`src/rtl/iss_sel_pkg.sv`:
```
package iss_sel_pkg;
  localparam int SEQ_W = 16;
  typedef logic [SEQ_W-1:0] seq_t;

  // True when a is strictly older than b (unsigned, smaller number is older)
  function automatic logic seq_older(input seq_t a, input seq_t b);
    return a < b;
  endfunction

  // True when an entry with sequence s is squashed by a flush at f
  function automatic logic seq_squashed(input seq_t s, input seq_t f);
    return s > f;
  endfunction
endpackage

```
`src/rtl/iss_class_q.sv`:
```
module iss_class_q
  import iss_sel_pkg::*;
#(
  parameter int DEPTH = 4,
  parameter int TAG_W = 8
) (
  input  logic             clk,
  input  logic             rst_n,
  input  logic             wr_en,
  input  seq_t             wr_seq,
  input  logic [TAG_W-1:0] wr_tag,
  input  logic             pop,
  input  logic             flush_valid,
  input  seq_t             flush_seq,
  output logic             full,
  output logic             nonempty,
  output seq_t             head_seq,
  output logic [TAG_W-1:0] head_tag,
  output logic             has_next,
  output seq_t             next_seq
);
  localparam int IDX_W = (DEPTH > 1) ? $clog2(DEPTH) : 1;

  logic [DEPTH-1:0]            ent_v;
  seq_t [DEPTH-1:0]            ent_seq;
  logic [DEPTH-1:0][TAG_W-1:0] ent_tag;

  logic [IDX_W-1:0] head_idx, next_idx, free_idx;
  logic             free_ok;

  // Oldest valid entry, second-oldest valid entry and first free slot
  always_comb begin
    nonempty = 1'b0;
    head_idx = '0;
    for (int i = 0; i < DEPTH; i++) begin
      if (ent_v[i] && (!nonempty || seq_older(ent_seq[i], ent_seq[head_idx]))) begin
        nonempty = 1'b1;
        head_idx = IDX_W'(i);
      end
    end
    has_next = 1'b0;
    next_idx = '0;
    for (int i = 0; i < DEPTH; i++) begin
      if (ent_v[i] && (IDX_W'(i) != head_idx) &&
          (!has_next || seq_older(ent_seq[i], ent_seq[next_idx]))) begin
        has_next = 1'b1;
        next_idx = IDX_W'(i);
      end
    end
    free_ok  = 1'b0;
    free_idx = '0;
    for (int i = DEPTH - 1; i >= 0; i--) begin
      if (!ent_v[i]) begin
        free_ok  = 1'b1;
        free_idx = IDX_W'(i);
      end
    end
  end

  assign full     = !free_ok;
  assign head_seq = ent_seq[head_idx];
  assign head_tag = ent_tag[head_idx];
  assign next_seq = ent_seq[next_idx];

  always_ff @(posedge clk) begin
    if (!rst_n) begin
      ent_v   <= '0;
      ent_seq <= '0;
      ent_tag <= '0;
    end else if (flush_valid) begin
      for (int i = 0; i < DEPTH; i++) begin
        if (ent_v[i] && seq_squashed(ent_seq[i], flush_seq)) ent_v[i] <= 1'b0;
      end
    end else begin
      if (pop) ent_v[head_idx] <= 1'b0;
      if (wr_en && free_ok) begin
        ent_v[free_idx]   <= 1'b1;
        ent_seq[free_idx] <= wr_seq;
        ent_tag[free_idx] <= wr_tag;
      end
    end
  end

  // the parent never offers a write to a full queue
  a_r6_no_write_full: assert property (@(posedge clk) disable iff (!rst_n)
    wr_en |-> !full);
  // a pop only happens when the queue holds a head
  a_r4_pop_has_head: assert property (@(posedge clk) disable iff (!rst_n)
    pop |-> nonempty);
endmodule

```
`src/rtl/iss_age_pick.sv`:
```
module iss_age_pick
  import iss_sel_pkg::*;
#(
  parameter int NUM_CLASSES = 4,
  parameter int ISSUE_W     = 2,
  parameter int CLS_W       = (NUM_CLASSES > 1) ? $clog2(NUM_CLASSES) : 1
) (
  input  logic                            clk,
  input  logic                            rst_n,
  input  logic [NUM_CLASSES-1:0]          list_on,
  input  seq_t [NUM_CLASSES-1:0]          list_seq,
  input  logic [NUM_CLASSES-1:0]          fu_avail,
  input  logic                            block,
  output logic [ISSUE_W-1:0]              lane_valid,
  output logic [ISSUE_W-1:0][CLS_W-1:0]   lane_cls,
  output seq_t [ISSUE_W-1:0]              lane_seq,
  output logic [NUM_CLASSES-1:0]          grant
);
  logic [NUM_CLASSES-1:0] elig;
  logic                   found;
  logic [CLS_W-1:0]       best;

  assign elig = block ? '0 : (list_on & fu_avail);

  // Walk the age-order records: each lane takes the oldest class not yet taken
  always_comb begin
    grant      = '0;
    lane_valid = '0;
    lane_cls   = '0;
    lane_seq   = '0;
    found      = 1'b0;
    best       = '0;
    for (int k = 0; k < ISSUE_W; k++) begin
      found = 1'b0;
      best  = '0;
      for (int c = 0; c < NUM_CLASSES; c++) begin
        if (elig[c] && !grant[c] &&
            (!found || seq_older(list_seq[c], list_seq[best]))) begin
          found = 1'b1;
          best  = CLS_W'(c);
        end
      end
      if (found) begin
        lane_valid[k] = 1'b1;
        lane_cls[k]   = best;
        lane_seq[k]   = list_seq[best];
        grant[best]   = 1'b1;
      end
    end
  end

  // one lane per granted class, no class twice
  a_r3_class_once: assert property (@(posedge clk) disable iff (!rst_n)
    $countones(grant) == $countones(lane_valid));

  generate
    for (genvar k = 1; k < ISSUE_W; k++) begin : g_lane_chk
      // lanes fill from lane 0 upward
      a_r3_lanes_packed: assert property (@(posedge clk) disable iff (!rst_n)
        lane_valid[k] |-> lane_valid[k-1]);
      // later lanes carry younger instructions
      a_r2_lane_order: assert property (@(posedge clk) disable iff (!rst_n)
        lane_valid[k] |-> seq_older(lane_seq[k-1], lane_seq[k]));
    end
    for (genvar k = 0; k < ISSUE_W; k++) begin : g_avail_chk
      // a busy class is never granted
      a_r5_busy_skip: assert property (@(posedge clk) disable iff (!rst_n)
        lane_valid[k] |-> fu_avail[lane_cls[k]]);
    end
  endgenerate
endmodule

```
`src/rtl/iss_age_sel.sv`:
```
module iss_age_sel
  import iss_sel_pkg::*;
#(
  parameter int NUM_CLASSES = 4,
  parameter int DEPTH       = 4,
  parameter int ISSUE_W     = 2,
  parameter int TAG_W       = 8,
  parameter int CLS_W       = (NUM_CLASSES > 1) ? $clog2(NUM_CLASSES) : 1
) (
  input  logic                       clk,
  input  logic                       rst_n,
  input  logic                       ins_valid,
  input  logic [15:0]                ins_seq,
  input  logic [CLS_W-1:0]           ins_class,
  input  logic [TAG_W-1:0]           ins_tag,
  output logic                       ins_stall,
  input  logic [NUM_CLASSES-1:0]     fu_avail,
  input  logic                       flush_valid,
  input  logic [15:0]                flush_seq,
  output logic [ISSUE_W-1:0]         iss_valid,
  output logic [ISSUE_W*TAG_W-1:0]   iss_tag,
  output logic [ISSUE_W*CLS_W-1:0]   iss_class
);
  // Age-order records, one per class
  logic [NUM_CLASSES-1:0] list_on;
  seq_t [NUM_CLASSES-1:0] list_seq;
  logic                   rebuild_q;

  // Queue-side views
  logic [NUM_CLASSES-1:0]            q_full, q_nonempty, q_has_next;
  seq_t [NUM_CLASSES-1:0]            q_head_seq, q_next_seq;
  logic [NUM_CLASSES-1:0][TAG_W-1:0] q_head_tag;

  // Internal events brought out for checking
  logic                              block_issue;
  logic                              ins_accept;
  logic [NUM_CLASSES-1:0]            wr_en;
  logic [NUM_CLASSES-1:0]            grant;
  logic [ISSUE_W-1:0]                lane_valid;
  logic [ISSUE_W-1:0][CLS_W-1:0]     lane_cls;
  seq_t [ISSUE_W-1:0]                lane_seq;

  assign block_issue = flush_valid || rebuild_q;
  assign ins_stall   = ins_valid &&
                       (block_issue || (int'(ins_class) >= NUM_CLASSES) || q_full[ins_class]);
  assign ins_accept  = ins_valid && !ins_stall;

  generate
    for (genvar c = 0; c < NUM_CLASSES; c++) begin : g_cls
      assign wr_en[c] = ins_accept && (ins_class == CLS_W'(c));

      iss_class_q #(.DEPTH(DEPTH), .TAG_W(TAG_W)) u_q (
        .clk         (clk),
        .rst_n       (rst_n),
        .wr_en       (wr_en[c]),
        .wr_seq      (ins_seq),
        .wr_tag      (ins_tag),
        .pop         (grant[c]),
        .flush_valid (flush_valid),
        .flush_seq   (flush_seq),
        .full        (q_full[c]),
        .nonempty    (q_nonempty[c]),
        .head_seq    (q_head_seq[c]),
        .head_tag    (q_head_tag[c]),
        .has_next    (q_has_next[c]),
        .next_seq    (q_next_seq[c])
      );

      // Record maintenance: add on insert into empty, move on issue or older insert
      always_ff @(posedge clk) begin
        if (!rst_n) begin
          list_on[c]  <= 1'b0;
          list_seq[c] <= '0;
        end else if (flush_valid) begin
          list_on[c]  <= 1'b0;
        end else if (rebuild_q) begin
          list_on[c]  <= q_nonempty[c];
          list_seq[c] <= q_head_seq[c];
        end else if (grant[c] && wr_en[c]) begin
          list_on[c]  <= 1'b1;
          list_seq[c] <= (q_has_next[c] && seq_older(q_next_seq[c], ins_seq))
                         ? q_next_seq[c] : ins_seq;
        end else if (grant[c]) begin
          list_on[c]  <= q_has_next[c];
          list_seq[c] <= q_next_seq[c];
        end else if (wr_en[c]) begin
          list_on[c]  <= 1'b1;
          list_seq[c] <= (list_on[c] && seq_older(list_seq[c], ins_seq))
                         ? list_seq[c] : ins_seq;
        end
      end

      // outside the rebuild cycle each record mirrors its queue's head
      a_r2_list_tracks_head: assert property (@(posedge clk) disable iff (!rst_n)
        !rebuild_q |-> ((list_on[c] == q_nonempty[c]) &&
                        (!q_nonempty[c] || (list_seq[c] == q_head_seq[c]))));
    end
  endgenerate

  always_ff @(posedge clk) begin
    if (!rst_n) rebuild_q <= 1'b0;
    else        rebuild_q <= flush_valid;
  end

  iss_age_pick #(.NUM_CLASSES(NUM_CLASSES), .ISSUE_W(ISSUE_W), .CLS_W(CLS_W)) u_pick (
    .clk        (clk),
    .rst_n      (rst_n),
    .list_on    (list_on),
    .list_seq   (list_seq),
    .fu_avail   (fu_avail),
    .block      (block_issue),
    .lane_valid (lane_valid),
    .lane_cls   (lane_cls),
    .lane_seq   (lane_seq),
    .grant      (grant)
  );

  always_comb begin
    for (int k = 0; k < ISSUE_W; k++) begin
      iss_valid[k]                 = lane_valid[k];
      iss_tag[k*TAG_W +: TAG_W]    = q_head_tag[lane_cls[k]];
      iss_class[k*CLS_W +: CLS_W]  = lane_cls[k];
    end
  end

  // quiet in the flush cycle and in the rebuild cycle
  a_r8_flush_quiet: assert property (@(posedge clk) disable iff (!rst_n)
    flush_valid |-> (iss_valid == '0));
  a_r8_rebuild_quiet: assert property (@(posedge clk) disable iff (!rst_n)
    flush_valid |=> (iss_valid == '0));
  // an accepted insert never targets a full queue
  a_r6_full_refused: assert property (@(posedge clk) disable iff (!rst_n)
    (ins_valid && q_full[ins_class]) |-> (wr_en == '0));
endmodule

```
`config.mk`:
```
export PLATFORM = sky130hd
export DESIGN_NAME = iss_age_sel
export DESIGN_NICKNAME = d
export VERILOG_FILES = /design/src/rtl/iss_sel_pkg.sv /design/src/rtl/iss_class_q.sv /design/src/rtl/iss_age_pick.sv /design/src/rtl/iss_age_sel.sv
export SDC_FILE = /design/constraint.sdc
export NUM_CORES = 2
export LEC_CHECK = 0
export BUFFER_PORTS_ARGS = -buffer_cell sky130_fd_sc_hd__buf_2
export CAP_MARGIN = 20
export CELL_PAD_IN_SITES_DETAIL_PLACEMENT = 0
export CELL_PAD_IN_SITES_GLOBAL_PLACEMENT = 2
export CORE_MARGIN = 5
export CORE_UTILIZATION = 39
export CTS_CLUSTER_DIAMETER = 200
export CTS_CLUSTER_SIZE = 28
export DETAILED_ROUTE_END_ITERATION = 7
export HOLD_SLACK_MARGIN = 0.06
export PLACE_DENSITY = 0.82
export SYNTH_ARGS = -nofsm -noshare
export SYNTH_HDL_FRONTEND = slang
export SYNTH_SLANG_ARGS = --single-unit
```
`constraint.sdc`:
```
create_clock -name clk -period 18.7 [get_ports clk]
set_input_delay 2.805 -clock clk [delete_from_list [all_inputs] [get_ports clk]]
set_output_delay 2.805 -clock clk [all_outputs]
set_load 0.01 [all_outputs]
```
==> results.txt <==
----------------------------------------------------
[Power]
  P_int ... 1.34 mW
  Clock Power Share ... 0.295
  Relative contribution of combinational cells to total power ... 0.194
  Static leakage power ... 20.2 nW
  Sw Ratio ... 0.339
  Switching component of the power ... 0.688 mW
  Sequential Power Share ... 0.512
  Power Density ... 44.8 nW/um2
  VDD IR max ... 0.0590 mV

[STA]
  Period utilisation layout ... 0.948
  Setup violation total in the final timing report ... 0
  Setup repair after global routing missed its margin ... false
  Minimum setup slack in the final design ... 981 ps
  Final max-slew violation count ... 0
  Maximum clock rate ... 56.4 MHz
  Setup clock skew after layout ... 83.4 ps
  Sum Neg Setup Slack ... 0 ps
  Pin slew with the least headroom to its limit ... 1110 ps
  Min cycle time layout ... 17,720 ps
  Slew headroom ... 0.241
  Number of hold violations in the final report ... 0

[Clocking]
  Number of H-tree branching levels ... 1
  Clock Root Buffer ... sky130_fd_sc_hd__clkbuf_16
  Clock sink count ... 469
  Quantity of hold-fixing buffers added after cts ... 0
  Worst-path clk slew ... 110 ps
  Buffers inserted during post-CTS setup optimization ... 0
  Maximum buffer depth of the clock tree ... 3
  Skew-Pair Late Insertion Delay ... 650 ps
  Resized Gates After CTS ... 0
  CTS buffer count ... 21
  Clock tree from TritonCTS ... built

[Die]
  Die Ht ... 341 um
  CORE AREA ... 109,000 um2
  Chip width ... 341 um
  I/O pin count ... 73
  Starting density of the core ... 0.393
  Number of placement rows ... 121
  Area of the die ... 116,000 um2

[Worst hold path]
  Cell count of the worst hold path ... 2
  Hold_sp ... g_cls[3].u_q.ent_tag[27]$_SDFFE_PN0P_
  Hold crit path type ... reg -> reg

[Critical path]
  Top delay family on crit path ... compound AO/OA/AOI/OAI gates
  CP bufs+invs ... 6
  Count of cell instances traversed by the critical path ... 56
  Critical setup path kind ... in -> out
  Slowest cell on crit path ... sky130_fd_sc_hd__a221oi_1
  Nature of the critical path endpoint ... output port
  Critical register-to-register path startpoint ... g_cls[3].u_q.ent_seq[2]$_SDFFE_PN0P_
  Cell depth of the worst flop-to-flop path ... 63
  Start point of the critical path ... flush_valid
  Crit Reg-Reg Endpoint ... list_seq[62]$_SDFFE_PN0P_
  Maximum cell stage delay along the critical path ... 540 ps
  Arrival @ worst endpoint ... 14,910 ps
  Max Fanout on Critical Path ... 33
  Data required time at the worst endpoint ... 15,890 ps
  Last element of the critical path ... iss_tag[10]
  Worst R2R Setup Slack ... 1750 ps
  Startpoint class of the critical path ... input port

[Route]
  Iteration-0 DRC Markers ... 4,374
  Post-detailed-route wirelength per cell ... 26.9 um
  First drt pass iteration count ... 6
  Antenna-violating nets left ... 0
  Wire length reported by the detailed router ... 187,000 um
  DRC violation count after routing ... 0
  Vias post-DR ... 42,100
  Post-detailed-route via-to-cell ratio ... 6.05

[Final layout]
  Filler cell count ... 11,300
  NumNets Final ... 6,351
  Commonest non-fill, non-tap cells in the layout ... sky130_fd_sc_hd__nand2_1, sky130_fd_sc_hd__ha_1, sky130_fd_sc_hd__a21oi_1
  Most common library cell in the layout ignoring fill and taps ... sky130_fd_sc_hd__nand2_1
  Area of the multi-input gates ... 31,500 um2
  Count of non-filler cells in the finished layout ... 6,969
  Total area of sequential cells ... 9390 um2
  Final Core Density ... 0.416
  Fraction of layout instances using a drive strength above 1 ... 0.0690
  Area growth from synthesis to final layout ... 5.95%

[Logic synthesis]
  Flop and latch count out of synthesis ... 469
  Number of library cell types mapped by synthesis ... 92
  Post-Synthesis Cell Area ... 42,800 um2
  Most instantiated flip-flop cell in the synthesis netlist ... sky130_fd_sc_hd__dfxtp_1
  Yosys warning total ... 0
  Synth Net Count ... 6,457
  Number of flops mapped to enable cells by yosys ... 0
  Post-synthesis cell count ... 5,656
  Average footprint of a synthesized cell ... 7.57 um2
  Share of synthesized area occupied by flip-flops and latches ... 0.219
  Async set-reset flop share out of synthesis ... 0

[Placement]
  Placement Setup Slack ... 675 ps
  Port-buffer cells ... 72
  Number of placed cells counting well taps ... 6,937
  Post-detail-place hpwl ... 134,000 um
  Gpl congestion ... 0.943

[Global routing]
  Global-route wire length before repair ... 269,000 um
  Remaining global-route overflow ... 0
  Largest net degree at the start of global routing ... 97
  Global-route usage over all layers ... 0.307
  Via count of the first global-routing pass ... 38,400
  Initial antenna violation count ... 7

[Run]
  Max Cap Violations ... 0

[Run status]
  Outcome ... finished, final reports clean

----------------------------------------------------
[worst reg2reg max path, delay by kind of cell, from the launching register on]
family / cells / cell delay (ps)
AO/OA/AOI/OAI: 33 / 7770
AND/OR/NAND/NOR: 13 / 2840
adder cells (fa/ha/maj): 6 / 1990
multiplexers: 5 / 1940
buffers and inverters: 6 / 1800
flip-flops: 1 / 440
[power groups by stage]
| stage | combinational, mW | sequential [mW] | clock, mW |
|---|---|---|---|
| floorplan | 0.231 | 1.04 | 0 |
| global route | 0.423 | 1.04 | 0.637 |
| global placement | 0.379 | 1.06 | 0 |
| CTS | 0.383 | 1.04 | 0.613 |
| detailed placement | 0.382 | 1.06 | 0 |
| finish | 0.393 | 1.04 | 0.598 |
[metal layers]
metal | share of wire | global-route usage | vias up
met3 | 0.089 | 0.0584 | 234
met2 | 0.41 | 0.461 | 1698
met1 | 0.47 | 0.448 | 20100
met5 | 0.000048 | 0 | -
met4 | 0.031 | 0.0826 | 2
li1 | - | - | 20100
[cell type report]
| type | count | share of cell area |
|---|---|---|
| Multi-Input combinational cell | 4641 | 0.694 |
| Sequential cell | 469 | 0.207 |
| Tap cell | 1414 | 0.0390 |
| Timing Repair Buffer | 185 | 0.0274 |
| Inverter | 232 | 0.0194 |
| Clock buffer | 22 | 0.0117 |
| Clock inverter | 3 | 0.00105 |
| Antenna cell | 3 | 0.000166 |
[sequential cells by signal, summed over array words and instances, names as in the netlist]
name	count
rebuild_q	1
list_seq	64
list_on	4
g_cls.u_q.ent_tag	128
g_cls.u_q.ent_seq	256
g_cls.u_q.ent_v	16
[cells in the mapped netlist (all sizes together) (20+ instances only)]
library cell     n  area (um2)
and3            31         194
clkbuf         257         965
a2111oi         21         193
a31oi           26         163
o21a            45         338
o2111ai         25         219
or2             33         206
inv            231         867
mux2i          250        2510
nor2b           74         463
nand2         1018        3820
nor2           364        1370
a21oi          675        3380
dfxtp          469        9390
a21o           156        1170
o211ai          40         319
mux2            79         923
a221oi          20         175
ha             751        9400
nand3           84         425
nand2b          82         513
nor3            44         220
o31ai           44         335
a211oi          31         238
buf             57         272
o21ai          378        1890
nand4          130         813
[stage by stage]
stage                     instance area, um2  hold WS, ps  power (mW)
final                                  45400          460        2.03
after floorplan                        42800          432        1.27
after global placement                 44700          440        1.44
after global routing                   45300          477        2.10
after detailed placement               44700          446        1.44
after CTS                              45300          462        2.03
[worst min-delay path by stage]
stage,endpoint
2_1_floorplan,g_cls[2].u_q.ent_tag[16]$_SDFFE_PN0P_
3_3_place_gp,g_cls[1].u_q.ent_tag[31]$_SDFFE_PN0P_
3_5_place_dp,g_cls[1].u_q.ent_tag[25]$_SDFFE_PN0P_
4_1_cts,g_cls[3].u_q.ent_tag[30]$_SDFFE_PN0P_
5_1_grt,g_cls[2].u_q.ent_tag[7]$_SDFFE_PN0P_
6_report,g_cls[3].u_q.ent_tag[27]$_SDFFE_PN0P_
[logic make-up (layout without fill, tap and decap cells)]
| group | after synthesis | count (layout) | share of synthesized area |
|---|---|---|---|
| simple gates | 1930 | 1930 | 0.199 |
| other cells | 0 | 3 | 0 |
| flops | 469 | 469 | 0.219 |
| compound gates | 1630 | 1630 | 0.232 |
| buf+inv | 546 | 442 | 0.0492 |
| fa+ha+maj | 752 | 752 | 0.220 |
| mux | 329 | 329 | 0.0801 |
(Power assumes the default switching activity.)
